File: src/rtl/xms_pkg.sv
// Shared types for the data-memory steering unit.
// Assumes: one access in flight at a time.
package xms_pkg;
    typedef enum logic [2:0] {
        S_IDLE  = 3'd0,
        S_IACC  = 3'd1,
        S_IDONE = 3'd2,
        S_ALE   = 3'd3,
        S_STRB  = 3'd4,
        S_XDONE = 3'd5
    } xms_state_e;
endpackage

File: src/rtl/xms_route.sv
// Route decoder: forms the effective address from the addressing mode and
// decides internal versus external service.
// Assumes: IRAM_SIZE <= 65536; IA_W wide enough for IRAM_SIZE-1.
module xms_route #(
    parameter int IRAM_SIZE = 768,
    parameter int IA_W      = 10
) (
    input  logic            ptr16,
    input  logic            ext_sel,
    input  logic [15:0]     addr,
    output logic            to_int,
    output logic [IA_W-1:0] iaddr
);
    localparam logic [16:0] LIMIT = 17'(IRAM_SIZE);

    logic [15:0] eff;

    // effective address: 8-bit mode ignores the upper byte
    always_comb begin
        eff    = ptr16 ? addr : {8'h00, addr[7:0]};
        to_int = !ext_sel && ({1'b0, eff} < LIMIT);
        iaddr  = eff[IA_W-1:0];
    end
endmodule

File: src/rtl/xms_timer.sv
// Strobe width counter: loaded with the selected width, counts down while
// the strobe runs, flags the final strobe cycle.
// Assumes: load and run are never high together.
module xms_timer #(
    parameter int SHORT = 6,
    parameter int LONG  = 30,
    localparam int CW   = $clog2(LONG)
) (
    input  logic clk,
    input  logic rst_n,
    input  logic load,
    input  logic stretch,
    input  logic run,
    output logic last
);
    logic [CW-1:0] cnt;

    // load width minus one, then count down during the strobe
    always_ff @(posedge clk) begin
        if (!rst_n)       cnt <= '0;
        else if (load)    cnt <= stretch ? CW'(LONG - 1) : CW'(SHORT - 1);
        else if (run && cnt != '0) cnt <= cnt - 1'b1;
    end

    assign last = run && (cnt == '0);


    cnt_range_chk: assert property (@(posedge clk) disable iff (!rst_n)
        cnt <= CW'(LONG - 1));
endmodule

File: src/rtl/xms_page_reg.sv
// High-address page register: keeps the upper address byte between
// external 16-bit accesses.
// Assumes: load is a single-cycle pulse.
module xms_page_reg (
    input  logic       clk,
    input  logic       rst_n,
    input  logic       load,
    input  logic [7:0] d,
    output logic [7:0] q
);
    // capture the page byte when loaded
    always_ff @(posedge clk) begin
        if (!rst_n)    q <= 8'h00;
        else if (load) q <= d;
    end


    page_hold_chk: assert property (@(posedge clk) disable iff (!rst_n)
        !load |=> $stable(q));
endmodule

File: src/rtl/xms_steer.sv
// Data-memory steering unit top: accepts one request at a time, serves it
// from on-chip RAM or runs an external latch + strobe bus cycle.
// Assumes: the on-chip RAM returns read data one cycle after enable.
module xms_steer
    import xms_pkg::*;
#(
    parameter int IRAM_SIZE = 768,
    parameter int SHORT_W   = 6,
    parameter int LONG_W    = 30,
    localparam int IA_W     = $clog2(IRAM_SIZE)
) (
    input  logic            clk,
    input  logic            rst_n,
    input  logic            req,
    input  logic            wr,
    input  logic            ptr16,
    input  logic [15:0]     addr,
    input  logic [7:0]      wdata,
    input  logic            ext_sel,
    input  logic            stretch,
    output logic            busy,
    output logic            done,
    output logic [7:0]      rdata,
    output logic            iram_en,
    output logic            iram_we,
    output logic [IA_W-1:0] iram_addr,
    output logic [7:0]      iram_wdata,
    input  logic [7:0]      iram_rdata,
    output logic [7:0]      lo_out,
    output logic            lo_oe,
    input  logic [7:0]      lo_in,
    output logic [7:0]      hi_addr,
    output logic            ale,
    output logic            rd_n,
    output logic            wr_n
);
    xms_state_e      state, nstate;
    logic            to_int, accept, last;
    logic [IA_W-1:0] iaddr, iaddr_q;
    logic            wr_q, str_q;
    logic [7:0]      lo_q, wdata_q, rdata_q;

    xms_route #(.IRAM_SIZE(IRAM_SIZE), .IA_W(IA_W)) u_route (
        .ptr16(ptr16), .ext_sel(ext_sel), .addr(addr),
        .to_int(to_int), .iaddr(iaddr)
    );

    xms_timer #(.SHORT(SHORT_W), .LONG(LONG_W)) u_timer (
        .clk(clk), .rst_n(rst_n), .load(state == S_ALE), .stretch(str_q),
        .run(state == S_STRB), .last(last)
    );

    xms_page_reg u_page (
        .clk(clk), .rst_n(rst_n), .load(accept && !to_int && ptr16),
        .d(addr[15:8]), .q(hi_addr)
    );

    assign accept = req && (state == S_IDLE);

    // next-state sequencing of internal and external cycles
    always_comb begin
        nstate = state;
        unique case (state)
            S_IDLE:  if (accept) nstate = to_int ? S_IACC : S_ALE;
            S_IACC:  nstate = S_IDONE;
            S_IDONE: nstate = S_IDLE;
            S_ALE:   nstate = S_STRB;
            S_STRB:  if (last) nstate = S_XDONE;
            S_XDONE: nstate = S_IDLE;
            default: nstate = S_IDLE;
        endcase
    end

    // state register
    always_ff @(posedge clk) begin
        if (!rst_n) state <= S_IDLE;
        else        state <= nstate;
    end

    // capture request fields on acceptance
    always_ff @(posedge clk) begin
        if (!rst_n) begin
            wr_q    <= 1'b0;
            str_q   <= 1'b0;
            lo_q    <= 8'h00;
            wdata_q <= 8'h00;
            iaddr_q <= '0;
        end else if (accept) begin
            wr_q    <= wr;
            str_q   <= stretch;
            lo_q    <= addr[7:0];
            wdata_q <= wdata;
            iaddr_q <= iaddr;
        end
    end

    // sample external read data in the last strobe cycle
    always_ff @(posedge clk) begin
        if (!rst_n)                                rdata_q <= 8'h00;
        else if (state == S_STRB && last && !wr_q) rdata_q <= lo_in;
    end

    // output decode from state
    always_comb begin
        busy       = (state != S_IDLE);
        done       = (state == S_IDONE) || (state == S_XDONE);
        rdata      = (state == S_IDONE) ? iram_rdata : rdata_q;
        iram_en    = (state == S_IACC);
        iram_we    = (state == S_IACC) && wr_q;
        iram_addr  = iaddr_q;
        iram_wdata = wdata_q;
        ale        = (state == S_ALE);
        rd_n       = !((state == S_STRB) && !wr_q);
        wr_n       = !((state == S_STRB) && wr_q);
        lo_oe      = (state == S_ALE) || ((state == S_STRB) && wr_q);
        lo_out     = (state == S_ALE) ? lo_q :
                     (((state == S_STRB) && wr_q) ? wdata_q : 8'h00);
    end


    strobes_exclusive_chk: assert property (@(posedge clk) disable iff (!rst_n)
        !(!rd_n && !wr_n));


    ale_leads_strobe_chk: assert property (@(posedge clk) disable iff (!rst_n)
        ($fell(rd_n) || $fell(wr_n)) |-> $past(ale));


    internal_quiet_chk: assert property (@(posedge clk) disable iff (!rst_n)
        iram_en |-> (rd_n && wr_n && !ale && !lo_oe));


    read_release_chk: assert property (@(posedge clk) disable iff (!rst_n)
        !rd_n |-> !lo_oe);


    done_pulse_chk: assert property (@(posedge clk) disable iff (!rst_n)
        done |=> !done);


    done_then_idle_chk: assert property (@(posedge clk) disable iff (!rst_n)
        done |=> !ale && !iram_en);
endmodule

File: config.mk
export PLATFORM = sky130hd
export DESIGN_NAME = xms_steer
export DESIGN_NICKNAME = d
export VERILOG_FILES = /design/src/rtl/xms_pkg.sv /design/src/rtl/xms_route.sv /design/src/rtl/xms_timer.sv /design/src/rtl/xms_page_reg.sv /design/src/rtl/xms_steer.sv
export SDC_FILE = /design/constraint.sdc
export NUM_CORES = 1
export LEC_CHECK = 0
export BUFFER_PORTS_ARGS = -buffer_cell sky130_fd_sc_hd__buf_4
export CORE_MARGIN = 1.5
export CORE_UTILIZATION = 37
export CTS_BUF_LIST = sky130_fd_sc_hd__clkbuf_16
export DETAILED_ROUTE_END_ITERATION = 16
export PLACE_DENSITY = 0.75
export SLEW_MARGIN = 15
export SYNTH_ARGS = -nofsm -noshare
export SYNTH_HDL_FRONTEND = slang
export SYNTH_SLANG_ARGS = --single-unit
File: constraint.sdc
create_clock -name clk -period 1.9 [get_ports clk]
set_input_delay 0.285 -clock clk [delete_from_list [all_inputs] [get_ports clk]]
set_output_delay 0.285 -clock clk [all_outputs]
set_load 0.005 [all_outputs]
Word level (Yosys, flattened, before mapping)
Index checks and enable logic that the tools add are counted.
- flip-flop bits (word level): 52
- bits in latches: 0
- RAM bits: 0
- bits in read-only memories: 0
- bits of input ports: 47
- output and inout bits: 50
- logic and storage cells: 53
- memories: 0
- add/subtract/negate cells: 1
- multipliers: 0
- divide/modulo/power cells: 0
- order comparisons: 1
- eq/ne operators: 7
- shifts and indexed selects: 0
- mux-type cells: 11
- bitwise gates (word level): 0
- reductions and logical operators: 24
- operators with widths (kind ; count):
    2-to-1 mux 8 bit ; 3
    < comparator 16 x 10 -> 1 bit, second input constant ; 1
    2-to-1 mux 16 bit ; 1
    2-to-1 mux 5 bit ; 3
    case mux 3 bit (4 select lines) ; 1
    logical AND 1 bit ; 11
    equality test 3 x 2 -> 1 bit, second input constant ; 2
    equality test 3 bit, second input constant ; 2
    2-to-1 mux 3 bit ; 2
    logical NOT 1 bit ; 5
    logical NOT 5 bit ; 1
    nonzero test 5 bit ; 1
    subtractor 5 x 1 -> 5 bit, second input constant ; 1
    inequality test 2 bit, second input constant ; 2
    equality test 3 x 1 -> 1 bit, second input constant ; 1
    logical NOT 3 bit ; 1
    nonzero test 3 bit ; 1
    logical OR 1 bit ; 2
    2-to-1 mux 2 bit ; 1
    AND reduction 2 bit ; 1
    nonzero test 2 bit ; 1

Logic depth before layout (Yosys ltp)
Gate-level depths: netlist (run 1).
- depth after elaboration: 6
- mapped depth: 7
- gate-level depth less buffers: 6

By module
From an unflattened synthesis (run 1), not the netlist that was laid out.
- cells, all modules: 276
- area total of the unflattened synthesis: 2428.6 um2
- modules (own cells, without submodules) (module ; instances ; cells an instance ; area each (um2) ; seq. area each (um2)):
    xms_steer ; 1 ; 203 ; 1736.7 ; 780.7
    xms_page_reg ; 1 ; 25 ; 301.5 ; 160.2
    xms_timer ; 1 ; 34 ; 285.3 ; 100.1
    xms_route ; 1 ; 14 ; 105.1 ; 0.0

Least setup slack after synthesis (run 1)
Ideal clock, no wire load.
- kind: reg-to-output
- from: register state[1]
- to: output port rdata[0]
- arrival time: 1328 ps
- data required time: 1615 ps
- setup slack: 287 ps
- stages on the path, launching flop included: 6
- path buffers: 2
- path through: dfxtp_1 clkbuf_2 nor2b_1 and2_1 buf_2 mux2_2
- longest elaborated chain between the ends: 2
- RTL lines (what ; line ; RTL):
    start, declared ; xms_steer.sv:37 ; xms_state_e state, nstate;
    start signal, assigned ; xms_steer.sv:77 ; else state <= nstate;
    equality test 3 x 2 -> 1 bit ; xms_steer.sv:107 ; rdata = (state == S_IDONE) ? iram_rdata : rdata_q;
    2-to-1 mux 8 bit ; xms_steer.sv:107 ;
    end, declared ; xms_steer.sv:23 ; output logic [7:0] rdata,
No other way between the ends.

Worst setup path after layout (run 1)
- from: register state[1]
- to: output port lo_oe
- longest elaborated chain between the ends: 3
- elaborated cells on any way between the ends: 4
- classes of those cells: eq/ne: 2; reduce/logical: 2
- RTL lines (what ; line ; RTL):
    equality test 3 bit ; xms_steer.sv:115 ; lo_oe = (state == S_ALE) || ((state == S_STRB) && wr_q);
    logical AND 1 bit ; xms_steer.sv:115 ;
    logical OR 1 bit * ; xms_steer.sv:115 ;
    end, declared ; xms_steer.sv:30 ; output logic lo_oe,
Every way passes the cells marked *; elsewhere a longest branch is shown, timed or not.

==> run_results.csv, run 1 <==
group,metric,value,unit
outcome,status,"finished, violations left",
outcome,violations,"negative setup slack",
sta,max_slew.worst_pin.slew,512,ps
floorplanning,start_util,0.391,
power_and_ir_drop,cellPowerDensity,784,nW/um^2
grt,overflow,0,
setup_path,path_max_fanout,9,
grt,grt_use_total,0.171,
route,ant_nets,0,
setup_path,required,1620,ps
synthesis,yosysTopAreaCellShare,0.430,
route,wl_met3,389,microns
synthesis,synth_ff_type,"dfxtp_1",
setup_path,critPathLaunchType,"flop",
hold_path,worstHoldPathType,"input pin to flop",
placement,placed_cell_area,2830,sq um
placement,port_buffers,96,
cts,cts_tree,"done",
cts,cts-root-buf,"clkbuf_16",
cts,path_clk_slew,60,ps
placement,dp.cells,394,
placement,hpwl,3910,microns
route,drtIter0Drc,87,
grt,first_global_vias,1817,
finish,diodes,0,
route,vias,1984,
synthesis,synth-seq-cells,44,
synthesis,ys_async_sr_fraction,0,
cts,cts_hold_buf,0,
floorplanning,design.core.area,5240,sq um
placement,gp_congestion,0.751,
sta,slew_headroom,0.658,
route,top_layer_used,"met4",
placement,preCtsSetupSlack,102,ps
sta,worst_slack,-0.116,ps
route,viasPerCell,4.90,
floorplanning,fp.dieW,77.4,microns
sta,period_minus_slack,1900,ps
synthesis,synth_edf_count,0,
route,drt-met1-wl,2200,microns
cts,max-clock-path-buffers,2,
sta,drv_slew,0,
finish,final_nets,383,
synthesis,synth.avg_cell_area,8.79,sq um
finish,fin_util,0.580,
sta,setup_viol,1,
setup_path,end_kind,"output pin",
floorplanning,fp.dieArea,5990,sq um
sta,finalCritPeriodShare,1.00,
power_and_ir_drop,power,2.38,mW
floorplanning,die-height,77.4,microns
synthesis,synth_area,2050,sq um
synthesis,synthCells,233,
cts,cts.sinks,44,
sta,finalHoldViolCount,0,
sta,fin_skew,5.30,ps
finish,final_common_cell,"buf_4",
setup_path,critPathArrivalTime,1620,ps
finish,final_cells,405,
route,dr.pass1.iters,4,
finish,design_area,3040,sq um
floorplanning,rows,26,
route,drc_errors,0,
grt,grt_pass1_wl,8240,microns
synthesis,yosys_warnings,0,
finish,n_fill_cell,477,
job,drv_cap,0,
grt,antenna_found_initial,0,
synthesis,ys_seq_area_frac,0.430,
floorplanning,num_io_pins,97,
cts,h-tree-depth,2,
synthesis,synth.distinct_cells,44,
cts,clk_latency,290,ps
setup_path,critPathKind,"flop to output pin",
route,dr_wl_met2,2720,microns
power_and_ir_drop,ir_drop,0.396,mV
finish,syn2layout_area_growth,48.3,%
finish,layout-drive-gt1-share,0.418,
synthesis,synth_area_leaders,"dfxtp_1 (43%), nand2_1 (9.2%), a21oi_1 (5.6%), mux2i_1 (4.4%), mux2_2 (4.4%)",
cts,numCtsBuffers,5,
sta,fmax,526,MHz
finish,final_cell_mix,"buf_4 (110), nand2_1 (50), dfxtp_1 (43)",
synthesis,synth_largest_area_cell,"dfxtp_1",
grt,grt_max_degree,21,
route,avgRoutedWirePerCell,13.2,microns
synthesis,synthesis.nets,282,
power_and_ir_drop,leakage,1.43,nW
route,wl,5360,microns
-- synthesized netlist by cell type, types with 2 or more instances --
cell and count:
ha_1 2, nor3_1 3, clkbuf_1 7, nor2_1 13, buf_6 2, nand3_1 10, a22o_1 8, inv_1 8
o21ai_0 10, mux2_2 8, clkbuf_8 3, buf_2 4, a21oi_1 23, dfxtp_1 44, nand2_1 50, and2_1 2
mux2i_1 9
-- worst paths after layout --
check / startpoint / to / slack, ps / depth (start not counted)
min reg2reg: iram_addr[8] / iram_addr[8] / 450 / 2
max: state[1] / lo_oe / -0.1 / 6
max reg2reg: u_timer.cnt[0] / rdata_q[7] / 220 / 7
min: lo_in[4] / rdata_q[4] / 230 / 3
-- metrics by stage --
| stage | hold slack [ps] | setup TNS, ps |
|---|---|---|
| floorplan | 421 | 0 |
| global placement | 441 | 0 |
| detailed placement | 443 | 0 |
| CTS | 228 | -1.00 |
| global route | 237 | -102 |
| finish | 229 | -0.116 |
-- what timing repair did --
action                                  in CTS  in global routing
pin swaps                                    0                  0
endpoints found under the setup margin      18                 10
resized for setup                            4                  2
buffers inserted                             0                  3
-- logic make-up after synthesis --
group | after synthesis | share of synthesized area
mux | 17 | 0.0880
xor+xnor | 2 | 0.00855
flops | 44 | 0.430
buf+inv | 26 | 0.0727
compound gates | 53 | 0.174
simple gates | 89 | 0.214
fa+ha+maj | 2 | 0.0122
-- final cells by class --
class / instances / area (sq um) / area share
Multi-Input combinational cell: 163 / 1020 / 0.337
Sequential cell: 44 / 882 / 0.290
Tap cell: 70 / 87.6 / 0.0288
Timing Repair Buffer: 111 / 833 / 0.274
Inverter: 9 / 37.5 / 0.0124
Clock buffer: 5 / 125 / 0.0412
Clock inverter: 3 / 46.3 / 0.0152
-- power by group --
part | total, mW | switching (mW) | leakage (nW) | internal, mW
combinational | 0.390 | 0.173 | 0.989 | 0.217
clock | 0.984 | 0.359 | 0.0804 | 0.624
sequential | 1.01 | 0.0357 | 0.359 | 0.970
-- sequential cells by signal, summed over array words and instances, names as in the netlist --
| register | flops |
|---|---|
| state | 3 |
| rdata_q | 8 |
| iram_wdata | 8 |
| wr_q | 1 |
| str_q | 1 |
| iram_addr | 10 |
| u_page.q | 8 |
| u_timer.cnt | 5 |
-- critical path, cell delays in order, from the launching register on --
cell,delay [ps]
dfxtp_1,310
buf_4,160
nor3b_2,240
and2_2,330
inv_1,90
nand2_1,90
buf_4,110
-- per-layer routing --
| layer | vias up | GRT usage |
|---|---|---|
| li1 | 1004 | - |
| met1 | 915 | 0.196 |
| met2 | 60 | 0.297 |
| met3 | 5 | 0.0576 |
| met4 | 0 | 0.0527 |
| met5 | - | 0 |
No activity file was read; power rests on OpenSTA's default activity.
==> run 2, diff against run 1 <==
Settings changed: CTS_CLUSTER_SIZE from default to 10, PLACE_DENSITY 0.75 to 0.78.
Clock period 1.9 ns to 1.7 ns, I/O delays scaled along.
==> run 2 against run 1 <==
Against the previous run:
- the run still ends with negative setup slack left
- worst setup slack worse by 59 ps
- global-route usage up 3.3 points
- sequential cell count did not move
- clock skew shrank 3.6 ps
- sequential share of layout area down 1.3 points
- power rose by 6.1%
- core utilization is 3.3 points higher
- count of clock-buffer cells in the layout unchanged
- die area did not move
- critical path depth down 1
- first-iteration DRC count is 20% lower
- critical path type unchanged
- largest cell class unchanged
==> run_results.csv, run 2 (same netlist as run 1, synthesis figures left out) <==
group,metric,value,unit
setup_path,r2r_start,"state[1]",
cts,cts-root-buf,"clkbuf_16",
cts,numCtsBuffers,5,
placement,hpwl,3980,microns
setup_path,reg2reg_depth,8,
setup_path,critPathArrivalTime,1500,ps
sta,holdWs,207,ps
setup_path,end_kind,"output pin",
placement,preCtsSetupSlack,39.1,ps
cts,cts_tree,"done",
power_and_ir_drop,cellPowerDensity,787,nW/um^2
cts,path_clk_slew,60,ps
finish,layout-drive-gt1-share,0.442,
cts,h-tree-depth,2,
grt,antenna_found_initial,0,
outcome,status,"finished, violations left",
setup_path,rrSetupSlack,60,ps
floorplanning,start_util,0.391,
route,dr.pass1.iters,5,
placement,gp_congestion,0.794,
finish,largest_register_ffs,10,
setup_path,path_max_fanout,6,
setup_path,required,1440,ps
finish,final_cells,416,
route,viasPerCell,4.99,
finish,diodes,0,
hold_path,worstHoldPathType,"input pin to flop",
setup_path,critPathKind,"flop to output pin",
cts,max-clock-path-buffers,2,
route,wl,5970,microns
finish,final_nets,394,
grt,grt_use_total,0.204,
sta,grt_setup_unrepaired,"true",
grt,overflow,0,
floorplanning,design.core.area,5240,sq um
cts,clk_latency,280,ps
grt,grt_max_degree,21,
sta,finalCritPeriodShare,1.03,
finish,syn2layout_area_growth,56.6,%
sta,finalHoldViolCount,0,
placement,port_buffers,96,
sta,fmax,568,MHz
power_and_ir_drop,leakage,1.52,nW
finish,final_cell_mix,"buf_4 (108), nand2_1 (49), dfxtp_1 (41)",
route,drc_errors,0,
sta,drv_slew,0,
route,ant_nets,0,
grt,grt_pass1_wl,9740,microns
hold_path,holdPathEnd,"rdata_q[4]",
sta,slew_headroom,0.776,
finish,n_fill_cell,447,
job,drv_cap,0,
route,drtIter0Drc,70,
power_and_ir_drop,ir_drop,0.445,mV
placement,dp.cells,398,
finish,register_area,890,sq um
sta,setup_viol,14,
route,vias,2075,
floorplanning,die-height,77.4,microns
setup_path,critPathLaunchType,"flop",
grt,first_global_vias,2056,
cts,cts.sinks,44,
sta,max_slew.worst_pin.slew,334,ps
finish,multi_input_comb_area,1110,sq um
floorplanning,fp.dieW,77.4,microns
sta,period_minus_slack,1760,ps
hold_path,holdPathStages,3,
sta,worst_slack,-59.4,ps
floorplanning,fp.dieArea,5990,sq um
outcome,violations,"negative setup slack",
route,avgRoutedWirePerCell,14.4,microns
floorplanning,rows,26,
finish,final_common_cell,"buf_4",
setup_path,rr_endpoint,"u_timer.cnt[1]",
sta,setup_tns,-495,ps
sta,fin_skew,1.72,ps
floorplanning,num_io_pins,97,
hold_path,hold_start,"lo_in[4]",
run 2: cell types whose count changed in the layout (fill, tap and decap cells not counted), sizes merged:
cell / previous run / this run
inv: 8 / 9
clkinv: 1 / 2
bufinv: 1 / 0
buf: 110 / 119
and2: 2 / 4
clkbuf: 6 / 5
run 2: layout make-up:
class / count / share of cell area
tap: 70 / 0.0273
inverter: 9 / 0.0117
clock buffer: 5 / 0.0390
timing repair inverter: 1 / 0.00234
timing repair buffer: 119 / 0.291
sequential: 44 / 0.277
clock inverter: 3 / 0.00351
multi-input combinational: 165 / 0.348
run 2: worst max-delay path, cell delays in order (launching register included):
cell     delay (ps)
dfxtp_2         330
buf_6           130
nor3b_4         260
and2_2          260
a22o_1          140
buf_4           100
run 2: through the flow:
step / util / area, sq um / total power, mW
4_1_cts: 0.596 / 3120 / 2.52
3_5_place_dp: 0.549 / 2870 / 1.59
3_3_place_gp: 0.549 / 2870 / 1.58
6_report: 0.613 / 3210 / 2.52
5_1_grt: 0.613 / 3210 / 2.65
2_1_floorplan: - / 2050 / 1.35
run 2: layer usage:
layer	share of wire	track usage	wire length (microns)	up-vias
li1	-	-	-	1023
met1	0.42	0.242	2530	966
met2	0.49	0.351	2950	77
met3	0.069	0.0565	411	9
met4	0.015	0.0727	88	0
met5	0	0	0	-
run 2: power breakdown:
part           switching, mW  internal, mW
clock                  0.368         0.528
sequential            0.0483          1.08
combinational          0.213         0.283
run 2: timing repair:
item	in CTS	in global routing
cloned	2	1
resized for setup	27	13
hold buffers	0	0
pin swaps	9	9
setup buffers	5	3
setup endpoints to repair	20	28
run 2: worst max-delay path by stage:
stage	from	end	slack, ps	cells past startpoint
6_report	state[1]	lo_out[3]	-60	5
3_5_place_dp	u_timer.cnt[0]	rdata_q[0]	40	7
5_1_grt	state[1]	lo_out[1]	-150	5
3_3_place_gp	u_timer.cnt[0]	rdata_q[6]	100	7
4_1_cts	state[1]	lo_out[2]	-40	5
2_1_floorplan	state[1]	rdata[0]	120	5
==> run 3, diff against run 2 <==
Settings changed: PLACE_DENSITY 0.78 to 0.75, SYNTH_HIERARCHICAL from default to 1.
==> run 3 against run 2 <==
Against the previous run:
- the flow still finishes with violations (negative setup slack)
- critical endpoint is now lo_out[6]
- clock power up 27%
- first-iteration DRC count up 50%
- worst setup slack worse by 53 ps
- sequential cell count up 8
- power up 16%
==> run_results.csv, run 3 <==
group,metric,value,unit
outcome,status,"finished, violations left",
setup_path,required,1440,ps
floorplanning,rows,29,
synthesis,ys_seq_area_frac,0.429,
synthesis,yosys_warnings,6,
cts,path_clk_slew,70,ps
route,dr.pass1.iters,4,
power_and_ir_drop,ir_drop,0.451,mV
cts,clk_latency,290,ps
synthesis,synth-seq-cells,52,
synthesis,ys_async_sr_fraction,0,
hold_path,worstHoldPathType,"input pin to flop",
grt,antenna_found_initial,0,
grt,grt_max_degree,57,
cts,h-tree-depth,2,
synthesis,synthCells,276,
grt,grt_use_total,0.175,
sta,worst_slack,-112,ps
sta,fmax,552,MHz
grt,first_global_vias,2181,
setup_path,critPathArrivalTime,1560,ps
synthesis,yosysTopAreaCellShare,0.429,
floorplanning,num_io_pins,97,
placement,dp.cells,434,
floorplanning,fp.dieW,84.0,microns
finish,n_fill_cell,561,
synthesis,synth.distinct_cells,43,
finish,syn2layout_area_growth,46.8,%
job,drv_cap,0,
grt,grt_pass1_wl,10200,microns
power_and_ir_drop,cellPowerDensity,820,nW/um^2
route,vias,2271,
grt,overflow,0,
synthesis,synth.avg_cell_area,8.80,sq um
synthesis,synth_area,2430,sq um
cts,cts-root-buf,"clkbuf_16",
synthesis,yosysMostFrequentCell,"dfxtp_1",
setup_path,end_kind,"output pin",
finish,final_cell_mix,"buf_4 (100), dfxtp_1 (49), nand2_1 (48)",
outcome,violations,"negative setup slack",
floorplanning,design.core.area,6350,sq um
placement,port_buffers,96,
sta,grt_setup_unrepaired,"true",
setup_path,critPathKind,"flop to output pin",
finish,diodes,0,
cts,cts_hold_buf,0,
route,avgRoutedWirePerCell,13.7,microns
route,ant_nets,0,
synthesis,synthesis.nets,324,
synthesis,synth_largest_area_cell,"dfxtp_1",
sta,setup_viol,26,
route,viasPerCell,5.05,
route,drc_errors,0,
sta,finalHoldViolCount,0,
floorplanning,start_util,0.382,
cts,max-clock-path-buffers,2,
route,wl,6170,microns
placement,placed_cell_area,3230,sq um
sta,drv_slew,0,
sta,fin_skew,3.99,ps
power_and_ir_drop,power,2.92,mW
sta,max_slew.worst_pin.slew,385,ps
floorplanning,fp.dieArea,7060,sq um
cts,cts.sinks,52,
finish,design_area,3570,sq um
sta,slew_headroom,0.740,
sta,period_minus_slack,1810,ps
setup_path,critPathLaunchType,"flop",
placement,hpwl,4280,microns
synthesis,synthTopCellsByCount,"dfxtp_1 (52), nand2_1 (49), nand3_1 (31)",
finish,fin_util,0.562,
floorplanning,die-height,84.0,microns
synthesis,synth_area_leaders,"dfxtp_1 (43%), nand2_1 (7.6%), mux2i_1 (7.0%), nand3_1 (6.4%), o21ai_0 (6.0%)",
finish,final_common_cell,"buf_4",
cts,cts_tree,"done",
setup_path,path_max_fanout,8,
synthesis,synth_edf_count,0,
finish,final_cells,450,
power_and_ir_drop,leakage,1.51,nW
cts,numCtsBuffers,5,
finish,layout-drive-gt1-share,0.397,
synthesis,synth_ff_type,"dfxtp_1",
route,drtIter0Drc,105,
sta,finalCritPeriodShare,1.07,
finish,largest_register_ffs,10,
placement,gp_congestion,0.782,
finish,final_nets,420,
[run 3: changes by cell type in the layout (fill, tap and decap cells not counted), sizes merged, moves of 4 or more]
cell,change
nor2,-8
nand3,+21
dfxtp,+8
mux2i,+8
nor2b,+7
a21oi,-20
o21ai,+19
inv,-4
[run 3: final timing paths]
kind                     start             to  slack [ps]  cells past startpoint
hold / removal        wdata[5]  iram_wdata[5]         180                      3
setup / recovery      state[1]      lo_out[6]        -110                      6
setup reg to reg      state[1]     rdata_q[0]         -70                      7
hold reg to reg   iram_addr[1]   iram_addr[1]         460                      2
[run 3: kinds of logic (layout without fill, tap and decap cells)]
kind of cell / Yosys count / after routing / share of synthesized area
buffers and inverters: 33 / 130 / 0.0768
AND/OR/NAND/NOR: 115 / 115 / 0.253
multiplexers: 25 / 25 / 0.107
flip-flops: 52 / 52 / 0.429
adder cells (fa/ha/maj): 1 / 1 / 0.00515
AO/OA/AOI/OAI: 50 / 50 / 0.129
[run 3: power breakdown]
part / internal (mW) / switching [mW] / leakage (nW) / total, mW
sequential: 1.28 / 0.0469 / 0.426 / 1.33
clock: 0.692 / 0.445 / 0.0814 / 1.14
combinational: 0.261 / 0.198 / 1.00 / 0.459
total: 2.23 / 0.690 / 1.51 / 2.92
[run 3: stage by stage]
| step | hold WS [ps] | setup WS (ps) | setup TNS [ps] |
|---|---|---|---|
| floorplan | 383 | 37.2 | 0 |
| global placement | 441 | 65.6 | 0 |
| detailed placement | 446 | -107 | -815 |
| CTS | 172 | -76.1 | -589 |
| global route | 194 | -183 | -3910 |
| finish | 177 | -112 | -1930 |
[run 3: timing repair]
item | 4_1_cts | 5_1_grt
buffers inserted | 4 | 4
setup endpoints to repair | 26 | 36
pin swaps | 3 | 3
gates resized for setup | 31 | 3
[run 3: cell type report]
type	count	area (sq um)	area share
Clock buffer	5	125	0.0351
Clock inverter	3	42.5	0.0119
Inverter	5	18.8	0.00526
Multi-Input combinational cell	191	1260	0.355
Sequential cell	52	1050	0.294
Tap cell	77	96.3	0.0270
Timing Repair Buffer	117	968	0.272
[run 3: worst max-delay path, cell delays in order (launching register included)]
cell,delay [ps]
dfxtp_4,370
nor3b_4,240
buf_4,150
and2_4,140
buf_6,120
a22o_1,140
buf_4,110
[run 3: layer usage]
metal / global-route usage / part of all wire
met1: 0.220 / 0.42
met2: 0.293 / 0.49
met3: 0.0633 / 0.083
met4: 0.0313 / 0.0044
met5: 0 / 0
